`src/rtl/osc_pwr_pkg.sv`:
```
package osc_pwr_pkg;

   typedef enum logic {
      PIN_KILL  = 1'b0,
      PIN_FORCE = 1'b1
   } pin_mode_e;

   typedef enum logic {
      PWR_AUTO   = 1'b0,
      PWR_FORCED = 1'b1
   } pwr_mode_e;

   localparam int unsigned MAX_CLIENTS = 32;

   // number of set bits in a client vector (up to MAX_CLIENTS wide)
   function automatic logic [5:0] ones32(input logic [31:0] v);
      logic [5:0] acc;
      acc = '0;
      for (int i = 0; i < 32; i++) begin
         acc = acc + {5'd0, v[i]};
      end
      return acc;
   endfunction

endpackage

```
`src/rtl/osc_pin_sync.sv`:
```
module osc_pin_sync #(
   parameter int unsigned STAGES = 2
) (
   input  logic clk,
   input  logic rst_n,
   input  logic pin_async,
   output logic pin_sync
);

   if (STAGES < 2) begin : g_bad_stages
      $error("osc_pin_sync: STAGES must be at least 2");
   end

   logic [STAGES-1:0] chain_q;

   always_ff @(posedge clk or negedge rst_n) begin
      if (!rst_n) begin
         chain_q <= '0;
      end else begin
         chain_q <= {chain_q[STAGES-2:0], pin_async};
      end
   end

   assign pin_sync = chain_q[STAGES-1];

endmodule

```
`src/rtl/osc_demand_track.sv`:
```
module osc_demand_track
   import osc_pwr_pkg::*;
#(
   parameter int unsigned N_DLY = 4,
   parameter int unsigned CNT_W = 4
) (
   input  logic             clk,
   input  logic             rst_n,
   input  logic [N_DLY-1:0] dly_start,
   input  logic [N_DLY-1:0] dly_done,
   output logic [N_DLY-1:0] start_edge,
   output logic [CNT_W-1:0] dem_cnt,
   output logic             dem_next_nz
);

   localparam int CNT_MAX = (1 << CNT_W) - 1;

   if (N_DLY < 1 || N_DLY > MAX_CLIENTS) begin : g_bad_clients
      $error("osc_demand_track: N_DLY out of range");
   end
   if (CNT_W < 1 || CNT_W > 16) begin : g_bad_cnt
      $error("osc_demand_track: CNT_W out of range");
   end

   logic [N_DLY-1:0] start_prev_q;
   logic [CNT_W-1:0] cnt_q;
   logic [CNT_W-1:0] cnt_d;
   logic [5:0]       n_up;
   logic [5:0]       n_dn;

   always_ff @(posedge clk or negedge rst_n) begin
      if (!rst_n) begin
         start_prev_q <= '0;
      end else begin
         start_prev_q <= dly_start;
      end
   end

   assign start_edge = dly_start & ~start_prev_q;
   assign n_up       = ones32(32'(start_edge));
   assign n_dn       = ones32(32'(dly_done));

   always_comb begin
      int sum;
      sum = int'(cnt_q) + int'(n_up) - int'(n_dn);
      if (sum < 0) begin
         sum = 0;
      end else if (sum > CNT_MAX) begin
         sum = CNT_MAX;
      end
      cnt_d = CNT_W'(sum);
   end

   always_ff @(posedge clk or negedge rst_n) begin
      if (!rst_n) begin
         cnt_q <= '0;
      end else begin
         cnt_q <= cnt_d;
      end
   end

   assign dem_cnt     = cnt_q;
   assign dem_next_nz = (cnt_d != '0);

endmodule

```
`src/rtl/osc_warmup.sv`:
```
module osc_warmup #(
   parameter int unsigned WARM_W     = 8,
   parameter int unsigned AUTO_EXTRA = 2
) (
   input  logic              clk,
   input  logic              rst_n,
   input  logic              en_q,
   input  logic              auto_mode,
   input  logic [WARM_W-1:0] cfg_warmup,
   output logic              clk_valid
);

   localparam int unsigned TGT_W = WARM_W + 1 + $clog2(AUTO_EXTRA + 1);

   if (WARM_W < 1 || WARM_W > 24) begin : g_bad_warm
      $error("osc_warmup: WARM_W out of range");
   end

   logic [TGT_W-1:0] target;
   logic [TGT_W-1:0] wcnt_q;

   always_comb begin
      target = TGT_W'(cfg_warmup);
      if (auto_mode) begin
         target = target + TGT_W'(AUTO_EXTRA);
      end
   end

   always_ff @(posedge clk or negedge rst_n) begin
      if (!rst_n) begin
         wcnt_q <= '0;
      end else if (!en_q) begin
         wcnt_q <= '0;
      end else if (wcnt_q < target) begin
         wcnt_q <= wcnt_q + 1'b1;
      end
   end

   assign clk_valid = en_q & (wcnt_q >= target);

endmodule

```
`src/rtl/osc_pwr_arbiter.sv`:
```
module osc_pwr_arbiter
   import osc_pwr_pkg::*;
#(
   parameter int unsigned N_DLY       = 4,
   parameter int unsigned N_CNT       = 2,
   parameter int unsigned CNT_W       = 4,
   parameter int unsigned WARM_W      = 8,
   parameter int unsigned AUTO_EXTRA  = 2,
   parameter int unsigned SYNC_STAGES = 2
) (
   input  logic              clk,
   input  logic              rst_n,
   input  logic              cfg_pin_mode,
   input  logic              ctl_pin,
   input  logic              cfg_pwr_mode,
   input  logic              cfg_src_ext,
   input  logic [WARM_W-1:0] cfg_warmup,
   input  logic [N_DLY-1:0]  dly_start,
   input  logic [N_DLY-1:0]  dly_done,
   input  logic [N_CNT-1:0]  cnt_req,
   output logic              osc_en,
   output logic              clk_valid
);

   if (N_CNT < 1) begin : g_bad_cnt_clients
      $error("osc_pwr_arbiter: N_CNT must be at least 1");
   end

   pin_mode_e        pin_mode;
   pwr_mode_e        pwr_mode;
   logic             pin_sync;
   logic [N_DLY-1:0] start_edge;
   logic [CNT_W-1:0] dem_cnt;
   logic             dem_next_nz;
   logic             kill;
   logic             force_on;
   logic             want;
   logic             osc_en_q;
   logic             unused_cnt_req;

   assign pin_mode = pin_mode_e'(cfg_pin_mode);
   assign pwr_mode = pwr_mode_e'(cfg_pwr_mode);

   // counter clients are observed but are not a wake source
   assign unused_cnt_req = ^cnt_req;

   osc_pin_sync #(.STAGES(SYNC_STAGES)) u_sync (
      .clk       (clk),
      .rst_n     (rst_n),
      .pin_async (ctl_pin),
      .pin_sync  (pin_sync)
   );

   osc_demand_track #(.N_DLY(N_DLY), .CNT_W(CNT_W)) u_demand (
      .clk         (clk),
      .rst_n       (rst_n),
      .dly_start   (dly_start),
      .dly_done    (dly_done),
      .start_edge  (start_edge),
      .dem_cnt     (dem_cnt),
      .dem_next_nz (dem_next_nz)
   );

   assign kill     = (pin_mode == PIN_KILL) & pin_sync & ~cfg_src_ext;
   assign force_on = (pin_mode == PIN_FORCE) & pin_sync;
   assign want     = (pwr_mode == PWR_FORCED) | dem_next_nz;

   always_ff @(posedge clk or negedge rst_n) begin
      if (!rst_n) begin
         osc_en_q <= 1'b0;
      end else begin
         osc_en_q <= ~kill & (force_on | want);
      end
   end

   osc_warmup #(.WARM_W(WARM_W), .AUTO_EXTRA(AUTO_EXTRA)) u_warm (
      .clk        (clk),
      .rst_n      (rst_n),
      .en_q       (osc_en_q),
      .auto_mode  (pwr_mode == PWR_AUTO),
      .cfg_warmup (cfg_warmup),
      .clk_valid  (clk_valid)
   );

   assign osc_en = osc_en_q;

endmodule

```
`config.mk`:
```
export PLATFORM = sky130hd
export DESIGN_NAME = osc_pwr_arbiter
export DESIGN_NICKNAME = d
export VERILOG_FILES = /design/src/rtl/osc_pwr_pkg.sv /design/src/rtl/osc_pin_sync.sv /design/src/rtl/osc_demand_track.sv /design/src/rtl/osc_warmup.sv /design/src/rtl/osc_pwr_arbiter.sv
export SDC_FILE = /design/constraint.sdc
export NUM_CORES = 1
export LEC_CHECK = 0
export ABC_AREA = 1
export ABC_CLOCK_PERIOD_IN_PS = 8700
export CAP_MARGIN = 25
export CORE_MARGIN = 5
export CORE_UTILIZATION = 58
export DETAILED_ROUTE_END_ITERATION = 12
export PLACE_DENSITY = 0.85
export SKIP_CTS_REPAIR_TIMING = 1
export SLEW_MARGIN = 25
export SYNTH_ARGS = -nofsm -noshare
export SYNTH_HDL_FRONTEND = slang
export SYNTH_SLANG_ARGS = --single-unit
```
`constraint.sdc`:
```
create_clock -name clk -period 8.7 [get_ports clk]
set_input_delay 2.175 -clock clk [delete_from_list [all_inputs] [get_ports clk]]
set_output_delay 2.175 -clock clk [all_outputs]
set_load 0.01 [all_outputs]
```
== Word-level counts from Yosys, hierarchy flattened ==
Cells that the tools add are included.
Storage, ports and cells
  memories kept: 0
  latch bits: 0
  RAM bits: 0
  logic and storage cells: 38
  input bits: 24
  bits in read-only memories: 0
  register bits: 22
  output and inout bits: 2
Cells by class
  shift-type cells: 0
  divide/modulo/power cells: 0
  magnitude comparators: 4
  multiplexer cells: 5
  equal/unequal tests: 1
  reductions and logical operators: 1
  bitwise logic cells: 12
  multiply operators: 0
  add/sub/neg operators: 10
Operators by type and width (count)
  $mux W11: 3
  $gt A32 B5 Y1 const B: 1
  $lt A32 B1 Y1 const B: 1
  $add A6 B1 Y6: 4
  $add A11 B1 Y11 const B: 1
  $ge A11 B11 Y1: 1
  $lt A11 B11 Y1: 1
  $add A8 B2 Y9 const B: 1
  $mux W4: 2
  $sub A7 B6 Y8: 1
  $add A4 B6 Y7: 1
  $and A1 B1 Y1: 5
  $add A1 B1 Y2: 2
  $and A4 B4 Y4: 1
  $not A4 Y4: 1
  $reduce_bool A4 Y1: 1
  $not A1 Y1: 3
  $ne A2 B1 Y1 const B: 1
  $or A1 B1 Y1: 2

== Longest topological paths before layout ==
  depth after elaboration: 14
  depth in mapped cells: 20
  gate-level depth less buffers: 20

== By module ==
Synthesis repeated with hierarchy kept, for this count alone.
Unflattened totals
  cells, all modules: 256
  area total of the unflattened synthesis: 1988.2 µm²
By module, submodules not included
  osc_warmup: times used 1, sequential area each 275.3 µm², cells an instance 155, area each 1113.6 µm²
  osc_demand_track: times used 1, sequential area each 200.2 µm², cells an instance 90, area each 769.5 µm²
  osc_pwr_arbiter: times used 1, sequential area each 25.0 µm², cells an instance 9, area each 55.1 µm²
  osc_pin_sync: times used 1, sequential area each 50.0 µm², cells an instance 2, area each 50.0 µm²

== Worst setup path after synthesis ==
OpenSTA, ideal clock, no wires.
  path kind: input to output
  from: in cfg_warmup[1]
  to: out clk_valid
  data arrival time: 3674 ps
  path buffers: 0
  data required time: 6525 ps
  stages on the path: 13
  setup slack: 2851 ps
  cells stage by stage: inv_1 nor2_1 nand3_1 nand3b_1 xor2_1 ha_1 nand2_1 o21bai_1 a21oi_1 nor2_1 nand2_2 nand2_2 o21ai_0
On the way
  cells in the longest elaborated chain, start to end: 4
RTL lines
  start: declaration: line osc_pwr_arbiter.sv:17  | input logic [WARM_W-1:0] cfg_warmup,
  $add A8 B2 Y9: line osc_warmup.sv:25  | target = target + TGT_W'(AUTO_EXTRA);
  $mux W11 *: line osc_warmup.sv:24  | if (auto_mode) begin
  $ge A11 B11 Y1 *: line osc_warmup.sv:39  | assign clk_valid = en_q & (wcnt_q >= target);
  $and A1 B1 Y1 *: line osc_warmup.sv:39
  end: declaration: line osc_pwr_arbiter.sv:22  | output logic clk_valid
Every way passes the cells marked *; elsewhere a longest branch is shown, timed or not.

== Final worst setup path ==
  from: in cfg_pwr_mode
  to: out clk_valid
On the way
  cells in the longest elaborated chain, start to end: 3
RTL lines
  start: declaration: line osc_pwr_arbiter.sv:15  | input logic cfg_pwr_mode,
  $mux W11: line osc_warmup.sv:24
  $ge A11 B11 Y1: line osc_warmup.sv:39
  $and A1 B1 Y1: line osc_warmup.sv:39
Every way passes these cells.

==> results_dict.tcl <==
set metrics [dict create \
    drc 0 \
    htree_levels 1 \
    fp.coreArea_mm2 0.00298 \
    num_vias 1434 \
    worst_slew_pin_slew_ps 609 \
    crit_chain "clkdlybuf4s50_1, nor2_1, nand3_1, nand3b_1, xor2_1, ha_1, nand2_1, o21bai_1, a21oi_1, nor2_1, nand2_2, nand2_2, o21ai_0, clkdlybuf4s50_1" \
    gr-usage-all-layers_pct 16.6 \
    path_clk_slew_ps 110 \
    start_util_pct 58.8 \
    grt_setup_unrepaired "no" \
    slew_viol_final 0 \
    swShare_pct 43.8 \
    antenna_found_initial 0 \
    cts.path.max_buffers 2 \
    clock_skew_ps 6.16 \
    power.net_switching_w 0.000195 \
    combPwrFrac_pct 56.8 \
    clkPwrFrac_pct 10.0 \
    routedWlPerCell_um 10.9 \
    worstPathRequired_ps 6530 \
    yosysWarnings 0 \
    grt_pass1_vias 1370 \
    dr.pass1.iters 4 \
    power_report.internal_total_w 0.000250 \
    gp_congestion 0.900 \
    cts_buffers 3 \
    drtIter0Drc 76 \
    syn-num-nets 271 \
    crit_arrival_ps 5100 \
    grt_max_degree 23 \
    seq_area_frac_synth_pct 31.5 \
    p_leak_nw 1.07 \
    critPathKind "input port to primary output" \
    num_rows 20 \
    power_density_mw_per_mm2 220 \
    io_pins 26 \
    dpl.cell_count 274 \
    setup_viol 0 \
    cp-end-kind "primary output" \
    hold_viol_final 0 \
    die_area_mm2 0.00422 \
    fillCellCount 258 \
    fin_setup_tns_ps 0 \
    area_growth_pct 15.3 \
    die_w_um 64.9 \
    antenna_cells 0 \
    syn_area_mm2 0.00175 \
    min_path_type "flip-flop to flip-flop" \
    cts_sinks 22 \
    timing.hold.ws_ps 363 \
    port_buffers 23 \
    synth_cells 221 \
    via_per_inst 5.18 \
    fin_crit_sh_pct 83.6 \
    routed_wl_mm 3.01 \
    insertion_delay_ps 300 \
    timing.slew.headroom_pct 59.4 \
    ff2ff_path_depth 16 \
    final_util_pct 67.8 \
    vdd_drop_max_mv 0.135 \
    synth.distinct_cells 25 \
    post-dp-hpwl_mm 2.51 \
    drive_gt1_share_pct 4.51 \
    placed_area_mm2 0.00200 \
    start_kind "input port" \
    ant_nets 0 \
    syn_avg_cell_area_um2 7.92 \
    hold_depth 0 \
    synth_seq_cells 22 \
    cp_max_fo 12 \
    fin_crit_ps 7270 \
    grt_pass1_wl_mm 5.68 \
    fmax_mhz 137 \
    die_h_um 64.9 \
    status "complete, no violations" \
    stdcell_area_mm2 0.00202 \
    cts_tree "built" \
    slowest_delay_ps 570 \
    stdcell_count 277 \
    p_seq_share_pct 33.2 \
    clockRootBuffer "clkbuf_4" \
    worst_path_max_delay_cell "clkdlybuf4s50_1" \
    grt_remaining_overflow 0 \
    cap_violations 0 \
    final_nets 296 \
]
state kept, by name, summed over array words and instances (netlist names):
register               count
u_demand.dem_cnt           4
osc_en                     1
u_warm.wcnt_q             11
u_demand.start_prev_q      4
u_sync.chain_q             2
cells in the mapped netlist:
library cell  instances  area share [%]
fa_1                  5             5.7
nor2_2                1            0.36
o21ai_0               3            0.86
nor3_1                2            0.57
a21oi_1               6             1.7
o21ai_1               2            0.57
nand3_2               2             1.1
nand4_1               2            0.71
nand3b_1              3             1.3
inv_1                38             8.1
ha_1                 21              15
xor2_1               11             5.5
nand2_2               2            0.71
buf_2                 2            0.57
xnor2_1               3             1.5
nand2_1              50              11
nor3_2                1            0.57
mux2i_1               1            0.57
nand3_1              24             6.9
a21oi_2               1            0.50
nor3b_1               1            0.43
nor2_1               16             3.4
o21bai_1              1            0.43
dfrtp_1              22              31
buf_6                 1            0.64
power by group through the flow:
stage / sequential [W] / clock [W] / combinational [W]
2_1_floorplan: 0.000143 / 0 / 0.000205
3_3_place_gp: 0.000150 / 0 / 0.000245
3_5_place_dp: 0.000150 / 0 / 0.000253
4_1_cts: 0.000148 / 0.0000467 / 0.000255
5_1_grt: 0.000151 / 0.0000490 / 0.000303
6_report: 0.000148 / 0.0000443 / 0.000253
cell usage in the layout, fill, tap and decap left out, drive strengths merged:
master,count
nand3b,3
nor2,17
a21oi,7
xor2,11
clkbuf,3
mux2i,1
fa,5
nand4,2
nor3b,1
nand3,26
xnor2,3
nor3,3
nand2,52
clkdlybuf4s50,22
o21ai,5
buf,1
o21bai,1
ha,21
dfrtp,22
inv,38
routing by layer:
| metal | track usage, % | up-vias | wire length (um) |
|---|---|---|---|
| met5 | 0 | - | 0 |
| met1 | 23.2 | 654 | 1440 |
| met2 | 26.4 | 33 | 1380 |
| met3 | 3.99 | 2 | 176 |
| li1 | - | 745 | - |
| met4 | 2.64 | 0 | 8 |
stage by stage:
stage               setup WS (ps)  power (W)
floorplan                    2850   0.000347
global placement             1430   0.000395
detailed placement           1430   0.000403
CTS                          1420   0.000449
global route                 1120   0.000503
finish                       1430   0.000445
worst paths after layout:
kind                                     startpoint                   to  slack (ps)
min in group asynchronous                     rst_n     u_warm.wcnt_q[6]        1820
max reg2reg                u_demand.start_prev_q[0]               osc_en        5550
min reg2reg                       u_sync.chain_q[0]    u_sync.chain_q[1]         360
min                               u_sync.chain_q[0]    u_sync.chain_q[1]         360
max in group asynchronous                     rst_n  u_demand.dem_cnt[0]        6550
max                                    cfg_pwr_mode            clk_valid        1430
area by class of cell:
cell class	instances	area [um^2]	share of cell area [%]
flip-flops and latches	22	551	27.3
repair buffers	23	225	11.2
well taps	33	41.3	2.05
multi-input cells	158	1040	51.3
inverters	38	143	7.07
clock buffers	3	22.5	1.12
worst max-delay path: cells and delay by family:
family | cells | cell delay, ps
buffers and inverters | 2 | 1080
AND/OR/NAND/NOR | 7 | 970
adder cells (fa/ha/maj) | 1 | 290
AO/OA/AOI/OAI | 3 | 420
XOR/XNOR | 1 | 160
logic make-up (layout without fill, tap and decap cells):
family	Yosys count	count (layout)	synth area share [%]
simple gates	104	104	26.8
buf+inv	41	64	9.36
fa+ha+maj	26	26	20.7
flops	22	22	31.5
xor+xnor	14	14	7.01
compound gates	13	13	4.07
mux	1	1	0.572
(Power assumes the default switching activity.)
